**src/rtl/hb_gate_seq.sv**
```systemverilog
module hb_gate_seq #(
  parameter int HOLD_CYC   = 8,
  parameter int DLY_CYC    = 2,
  parameter int MIN_ON_CYC = 4,
  parameter int EXIT_CYC   = 250
) (
  input  logic       clk,
  input  logic       rst_n,
  input  logic [1:0] pwm_lvl,
  input  logic [1:0] mode_lvl,
  input  logic       zero_cur,
  input  logic       hs_fb_low,
  input  logic       ls_fb_low,
  input  logic       supply_ok,
  output logic       hs_en,
  output logic       ls_en,
  output logic [2:0] state_o
);
  localparam int TW = $clog2(HOLD_CYC + DLY_CYC + MIN_ON_CYC + EXIT_CYC + 2);
  localparam logic [TW-1:0] HOLD_LAST = TW'(HOLD_CYC - 1);
  localparam logic [TW-1:0] HOLD_TOP  = TW'(HOLD_CYC);
  localparam logic [TW-1:0] DLY_LAST  = TW'(DLY_CYC - 1);
  localparam logic [TW-1:0] ON_LAST   = TW'(MIN_ON_CYC - 1);
  localparam logic [TW-1:0] ON_TOP    = TW'(MIN_ON_CYC);
  localparam logic [TW-1:0] EXIT_LAST = TW'(EXIT_CYC - 1);

  typedef enum logic [2:0] {
    ST_IDLE = 3'd0, ST_HS_ARM = 3'd1, ST_HS_ON = 3'd2, ST_LS_ARM = 3'd3,
    ST_LS_ON = 3'd4, ST_PARK = 3'd5, ST_SHDN = 3'd6, ST_WAKE = 3'd7
  } st_t;

  st_t st, st_n;
  logic [TW-1:0] tmr, tmr_n, zcnt;
  logic [1:0] hs_sync, ls_sync;
  logic hs_low_s, ls_low_s;

  wire pwm_z   = pwm_lvl[1];
  wire pwm_hi  = pwm_lvl == 2'b01;
  wire mode_z  = mode_lvl[1];
  wire emul_ok = mode_lvl == 2'b00;

  assign hs_low_s = hs_sync[1];
  assign ls_low_s = ls_sync[1];
  assign hs_en    = supply_ok && (st == ST_HS_ON);
  assign ls_en    = supply_ok && (st == ST_LS_ON);
  assign state_o  = st;

  always_comb begin
    st_n  = st;
    tmr_n = tmr;
    if (!supply_ok) begin
      st_n = ST_IDLE; tmr_n = '0;
    end else if (pwm_z && mode_z) begin
      st_n = ST_SHDN; tmr_n = '0;
    end else if (st == ST_SHDN) begin
      st_n = ST_WAKE; tmr_n = '0;
    end else if (st == ST_WAKE) begin
      if (tmr == EXIT_LAST) begin st_n = ST_IDLE; tmr_n = '0; end
      else tmr_n = tmr + 1'b1;
    end else if (pwm_z) begin
      if (zcnt == HOLD_LAST) begin st_n = ST_IDLE; tmr_n = '0; end
    end else begin
      case (st)
        ST_IDLE: begin
          st_n = pwm_hi ? ST_HS_ARM : ST_LS_ARM; tmr_n = '0;
        end
        ST_HS_ARM: begin
          if (!pwm_hi) begin st_n = ST_LS_ARM; tmr_n = '0; end
          else if (!ls_low_s) tmr_n = '0;
          else if (tmr == DLY_LAST) begin st_n = ST_HS_ON; tmr_n = '0; end
          else tmr_n = tmr + 1'b1;
        end
        ST_HS_ON: begin
          if (!pwm_hi && tmr >= ON_LAST) begin st_n = ST_LS_ARM; tmr_n = '0; end
          else if (tmr != ON_TOP) tmr_n = tmr + 1'b1;
        end
        ST_LS_ARM: begin
          if (pwm_hi) begin st_n = ST_HS_ARM; tmr_n = '0; end
          else if (!hs_low_s) tmr_n = '0;
          else if (tmr == DLY_LAST) begin st_n = ST_LS_ON; tmr_n = '0; end
          else tmr_n = tmr + 1'b1;
        end
        ST_LS_ON: begin
          if (pwm_hi) begin st_n = ST_HS_ARM; tmr_n = '0; end
          else if (emul_ok && zero_cur) begin st_n = ST_PARK; tmr_n = '0; end
        end
        ST_PARK: begin
          if (pwm_hi) begin st_n = ST_HS_ARM; tmr_n = '0; end
          else if (!emul_ok) begin st_n = ST_LS_ARM; tmr_n = '0; end
        end
        default: begin st_n = ST_IDLE; tmr_n = '0; end
      endcase
    end
  end

  always_ff @(posedge clk or negedge rst_n) begin
    if (!rst_n) begin
      st      <= ST_IDLE;
      tmr     <= '0;
      zcnt    <= '0;
      hs_sync <= '0;
      ls_sync <= '0;
    end else begin
      st      <= st_n;
      tmr     <= tmr_n;
      hs_sync <= {hs_sync[0], hs_fb_low};
      ls_sync <= {ls_sync[0], ls_fb_low};
      if (!pwm_z) zcnt <= '0;
      else if (zcnt != HOLD_TOP) zcnt <= zcnt + 1'b1;
    end
  end

  assert_no_overlap_R3: assert property (@(posedge clk) disable iff (!rst_n)
    !(hs_en && ls_en));
  assert_hs_waits_ls_R3: assert property (@(posedge clk) disable iff (!rst_n)
    $rose(hs_en) |-> $past(ls_low_s));
  assert_ls_waits_hs_R3: assert property (@(posedge clk) disable iff (!rst_n)
    $rose(ls_en) |-> $past(hs_low_s));
  assert_hold_expiry_R2: assert property (@(posedge clk) disable iff (!rst_n)
    (supply_ok && pwm_z && !mode_z && zcnt == HOLD_LAST && st != ST_SHDN && st != ST_WAKE)
      |=> st == ST_IDLE);
  assert_min_on_R4: assert property (@(posedge clk) disable iff (!rst_n)
    (st == ST_HS_ON && supply_ok && pwm_lvl == 2'b00 && tmr < ON_LAST) |=> st == ST_HS_ON);
  assert_ccm_keeps_ls_R6: assert property (@(posedge clk) disable iff (!rst_n)
    (st == ST_LS_ON && supply_ok && !emul_ok && pwm_lvl == 2'b00) |=> st == ST_LS_ON);
  assert_enter_shdn_R8: assert property (@(posedge clk) disable iff (!rst_n)
    (supply_ok && pwm_z && mode_z) |=> st == ST_SHDN);
  assert_supply_idle_R9: assert property (@(posedge clk) disable iff (!rst_n)
    !supply_ok |=> st == ST_IDLE);
endmodule

```
**config.mk**
```make
export PLATFORM = sky130hd
export DESIGN_NAME = hb_gate_seq
export DESIGN_NICKNAME = d
export VERILOG_FILES = /design/src/rtl/hb_gate_seq.sv
export SDC_FILE = /design/constraint.sdc
export NUM_CORES = 1
export LEC_CHECK = 0
export ABC_AREA = 1
export ABC_CLOCK_PERIOD_IN_PS = 4500
export BUFFER_PORTS_ARGS = -buffer_cell sky130_fd_sc_hd__buf_2
export CAP_MARGIN = 5
export CORE_ASPECT_RATIO = 1.25
export CORE_MARGIN = 2
export CORE_UTILIZATION = 40
export DETAILED_ROUTE_END_ITERATION = 16
export PLACE_DENSITY = 0.56
export SETUP_SLACK_MARGIN = 0.2
export SLEW_MARGIN = 5
export SYNTH_ARGS = -nofsm -noshare
export SYNTH_HDL_FRONTEND = slang
export SYNTH_SLANG_ARGS = --single-unit
```
**constraint.sdc**
```tcl
create_clock -name clk -period 4.5 [get_ports clk]
set_input_delay 0.225 -clock clk [delete_from_list [all_inputs] [get_ports clk]]
set_output_delay 0.225 -clock clk [all_outputs]
set_load 0.01 [all_outputs]
```
; Word level (Yosys, flattened, before mapping)
; Index checks and enable logic that the tools add are counted.
[totals]
wordCells = 83
in_bits = 10
register_bits = 25
output_inout_bits = 5
[op_classes]
eq_ne = 24
n_lt_le_gt_ge = 1
n_mux = 41
reduce_logical = 10
addsub = 2
[ops]
columns = cell, n
row1 = 9-bit two-way mux, 20
row2 = 3-bit two-way mux, 18
row3 = 9-bit one-hot mux with 5 select lines, 1
row4 = "8-bit inequality test, second input constant", 5
row5 = "9-bit by 1-bit adder with 9-bit output, second input constant", 2
row6 = 3-bit one-hot mux with 6 select lines, 1
row7 = "3-bit equality test, second input constant", 4
row8 = "9-bit by 1-bit equality test with 1-bit output, second input constant", 1
row9 = "9-bit by 3-bit equality test with 1-bit output, second input constant", 1
row10 = "9-bit by 8-bit equality test with 1-bit output, second input constant", 1
row11 = "9-bit by 2-bit >= comparator with 1-bit output, second input constant", 1
row12 = "9-bit by 3-bit inequality test with 1-bit output, second input constant", 1
row13 = "9-bit by 4-bit inequality test with 1-bit output, second input constant", 1
row14 = 9-bit AND reduction, 1
row15 = "8-bit by 3-bit inequality test with 1-bit output, second input constant", 1
row16 = "8-bit by 4-bit inequality test with 1-bit output, second input constant", 1
row17 = "7-bit by 3-bit inequality test with 1-bit output, second input constant", 1
row18 = "3-bit by 2-bit equality test with 1-bit output, second input constant", 2
row19 = "6-bit by 2-bit inequality test with 1-bit output, second input constant", 1
row20 = 1-bit logical AND, 5
row21 = "5-bit by 4-bit inequality test with 1-bit output, second input constant", 1
row22 = 4-bit AND reduction, 1
row23 = "3-bit by 1-bit equality test with 1-bit output, second input constant", 1
row24 = 3-bit zero test, 1
row25 = 5 further kinds, 5

; Logic depth before layout (Yosys ltp)
[logic_depth]
depth_word = 10
ltp_mapped = 12
depth_no_buf = 12

; Worst setup path before layout
; OpenSTA, ideal clock, no wires.
[synth_timing]
kind = register to register
startpoint = register st[0] (netlist: state_o[0])
endpoint = register tmr[1]
arrival_time_ns = 1.340
path_buffers = 1
required_time_ns = 4.383
path_stages_with_launch = 10
path_slack_ns = 3.043
path_cell_list = dfrtp_1 -> buf_6 -> nor2_1 -> nand4_1 -> a21oi_2 -> nor2_4 -> nand2_4 -> inv_4 -> nand3_1 -> nand2_1
[synth_between]
elab_chain_cells = 7
elab_cells_between_ends = 18
classes_between = eq/ne: 11 / mux: 6 / reduce/logical: 1
[synth_lines]
columns = item, line
row1 = start: declaration, 32  ; st_t st, st_n;
row2 = start signal: assignment, 104  ; st <= st_n;
row3 = 3-bit equality test (tied with other cells), 63  ; case (st)
row4 = 9-bit one-hot mux with 5 select lines, 63
row5 = 9-bit two-way mux, 60  ; end else if (pwm_z) begin
row6 = 9-bit two-way mux, 57  ; end else if (st == ST_WAKE) begin
row7 = 9-bit two-way mux, 55  ; end else if (st == ST_SHDN) begin
row8 = 9-bit two-way mux, 53  ; end else if (pwm_z && mode_z) begin
row9 = 9-bit two-way mux, 51  ; if (!supply_ok) begin
row10 = end signal: assignment, 105  ; tmr <= tmr_n;
row11 = end: declaration, 33  ; logic [TW-1:0] tmr, tmr_n, zcnt;
; Several ways; a longest one is shown, not always the timed one.
; A chain may end at the register's enable or synchronous reset.

; Worst setup path in the final report
[layout_timing]
startpoint = register st[2] (netlist: state_o[2])
endpoint = output port ls_en
[layout_between]
elab_chain_cells = 2
[layout_lines]
columns = item, line
row1 = 3-bit equality test, 45  ; assign ls_en = supply_ok && (st == ST_LS_ON);
row2 = 1-bit logical AND, 45
row3 = end: declaration, 16  ; output logic ls_en,
; Every way passes these cells.

==> run summary <==
XOR/XNOR share of the synthesized area - 3.42%
Mapped Nets - 264
Syn Area/Cell - 7.21 um^2
post-detailed-route wirelength per cell - 12.2 um
Cell variety after synth - 31
via count of the first global-routing pass - 1,566
CP max FO - 14
cells traversed along the worst timing path - inv_1 > nor4_1 > buf_2
top cell types by occurrence after synthesis - 62 x nand2_1, 29 x nor2_1, 25 x dfrtp_1, 25 x inv_1, 20 x nand3_1
top post-synthesis cells by area - dfrtp_1 35%, nand2_1 13%, nor2_1 6.1%
data required time of the worst path - 4.28 ns
Detailed Routing Iterations Pass 1 - 4
maximum count of clock buffers along a single path - 2
standard cell core area - 4360 um^2
total congestion overflow after global routing - 0
Post-Route M1 WL - 1.81 mm
Hold Worst Slack - 0.0570 ns
fraction of the mapped netlist area in adder cells - 3.49%
number of design rule violations left after detail routing - 0
number of slew-limit violations in the final report - 0
Hold Vio Cnt, Final - 0
met3 wire len - 138 um
unrepaired setup endpoints after global routing - false
source-to-sink clock delay at the later pin of the worst-skew pair - 0.27 ns
CP max-delay cell - dfrtp_1
result of the run - complete, no violations
sum of routed wire length over all layers - 3.94 mm
Data arrival, critical path - 1.54 ns
final period demand of the worst path - 1.76 ns
compound-cell area share of the yosys netlist - 7.53%
path category of the worst min-delay check - in -> reg
main combinational cell family by area after synthesis - simple AND/OR/NAND/NOR gates
wire length on met2 - 1.90 mm
power density cells - 251 nW/um^2
initial drt markers - 161
Rel. slew slack - 62.7%
die span in x - 63.9 um
via/cell ratio - 4.96
transition time at the pin with the least slew margin - 0.559 ns
number of enable flip-flop cells after synthesis - 0
mapped cell area - 1790 um^2
number of H-tree branching levels - 1
sequential cell area fraction in the yosys report - 34.9%
async set-reset flop share out of synthesis - 100%
max frequency - 567 MHz
number of buffers inserted during clock tree synthesis - 3
Post-Syn Instances - 249
area occupied by multi-input gates - 1020 um^2
fraction of the cycle the final worst path needs - 39.2%
Post-Route Setup TNS - 0 ns
Std-Cell Rows - 27
Yosys warning count - 0
synthesized flop and latch total - 25
Post-Route Skew - 0.00606 ns
leakage power of the design - 0.000985 uW
dominant register cell in the synthesized netlist - dfrtp_1
total via count after detailed routing - 1,603
sinks on the clock net - 25
cell with the most instances after synthesis - nand2_1
HPWL after detailed placement - 3.06 mm
Resize count post-CTS - 0
Sequential cell area - 626 um^2
die boundary height - 78.9 um
Area growth syn-to-layout - 9.55%
maximum number of pins on one net before global-route repair - 26
CP Launch Type - flip-flop
multiplexer share of the synthesized area - 0%
I/O Buffers - 14
Tot GR Track Use - 17.7%
first-pass GRT wire length - 7.04 mm
synthesized-area fraction occupied by and/or/nand/nor cells - 42.3%
TritonCTS clock tree - done
CTS Root Cell - clkbuf_8
Boundary Pins - 15
reported max-cap violation count - 0
Die ar. - 5040 um^2
Reg clk slew, reported paths - 0.09 ns
effective utilization at floorplan - 41.2%
highest cell delay on the worst timing path - 0.63 ns
number of fillers in the final layout - 467
top routing layer in use - met4
antenna violations before repair - 0
worst IR drop on VDD - 0.127 mV
category of the critical setup timing path - reg -> out
CP Capture Type - output port
total number of nets in the final design - 281
proportion of layout cells with a drive suffix above 1 - 17.7%
Ant. Diodes - 0
final weighted congestion in routability-driven placement - 0.837
post-synth top area share - 34.9%
count of nets left with antenna violations after detail routing - 0
cell accounting for the most synthesized area - dfrtp_1
endpoints failing setup - 0
-- flip-flops by register name (all words and copies together), names as in the netlist --
| register | cells |
|---|---|
| tmr | 9 |
| zcnt | 9 |
| state_o | 3 |
| hs_sync | 2 |
| ls_sync | 2 |
-- critical path, delay by kind of cell, from the launching register on --
family / cells / cell delay [ns]
buffers and inverters: 2 / 0.32
flip-flops: 1 / 0.63
AND/OR/NAND/NOR: 1 / 0.31
-- power breakdown --
part / total, uW / internal [uW] / switching, uW
sequential: 253 / 233 / 19.7
clock: 137 / 63.4 / 73.4
combinational: 103 / 35.5 / 67.8
-- routing by layer --
| layer | vias up | GRT usage, % |
|---|---|---|
| li1 | 831 | - |
| met1 | 727 | 22.4 |
| met2 | 36 | 30.8 |
| met3 | 9 | 1.70 |
| met4 | 0 | 7.17 |
| met5 | - | 0 |
-- kinds of logic after synthesis --
logic type / count (synthesis)
AO/OA/AOI/OAI: 23
adder cells (fa/ha/maj): 5
buffers and inverters: 35
XOR/XNOR: 7
flip-flops: 25
AND/OR/NAND/NOR: 154
-- through the flow --
stage / std cells / utilization, % / instance area [um^2] / setup slack (ns) / total power, uW
final: 323 / 45.1 / 1970 / 2.74 / 493
after global routing: 323 / 45.1 / 1970 / 2.57 / 522
after CTS: 323 / 45.1 / 1970 / 2.77 / 497
after detailed placement: 318 / 43.8 / 1910 / 2.78 / 360
after global placement: 318 / 43.8 / 1910 / 2.76 / 361
after floorplan: 249 / - / 1790 / 3.04 / 330
-- cell type report --
class	count	area share (%)
Timing Repair Buffer	15	4.07
Clock buffer	4	2.29
Tap cell	58	3.69
Sequential cell	25	31.8
Inverter	32	6.37
Multi-Input combinational cell	189	51.8
-- timing repair --
item                                    in CTS  in global routing
hold buffers                                 1                  0
hold endpoints to repair                    25                  0
buffers inserted                             0                  0
endpoints found under the setup margin       0                  0
-- cells in the final DEF (no fill, tap or decap) --
cell type,instances
nor2_2,5
xor2_1,5
clkbuf_1,1
clkbuf_8,3
buf_2,14
nand2_2,7
ha_1,5
inv_2,5
o21ai_1,2
a21oi_1,9
nand3_1,20
nor2_4,3
nor2_1,29
nand4_1,6
inv_1,25
o211ai_1,1
dlygate4sd3_1,1
a211oi_1,1
nor3b_1,2
a21oi_2,1
nor4_1,2
nand3_2,1
o21ai_0,8
and2_1,1
o21ai_4,1
inv_4,2
nand2_4,3
dfrtp_1,25
nand3b_1,1
nand2_1,62
xnor2_1,2
nand3_4,2
nor3_1,10
-- path summary, 6_finish.rpt --
check | endpoint | slack [ns] | cells past startpoint | startpoint
worst max-delay path | ls_en | 2.74 | 3 | state_o[2]$_DFFE_PN0P_
max in group asynchronous | tmr[1]$_DFFE_PN0P_ | 3.65 | 2 | rst_n
min in group asynchronous | state_o[1]$_DFFE_PN0P_ | 0.47 | 2 | rst_n
worst min register to register | ls_sync[1]$_DFF_PN0_ | 0.36 | 0 | ls_sync[0]$_DFF_PN0_
worst max register to register | state_o[1]$_DFFE_PN0P_ | 2.76 | 11 | state_o[0]$_DFFE_PN0P_
worst min-delay path | ls_sync[0]$_DFF_PN0_ | 0.06 | 1 | ls_fb_low
Note: power is estimated with default switching activity, not from simulation.
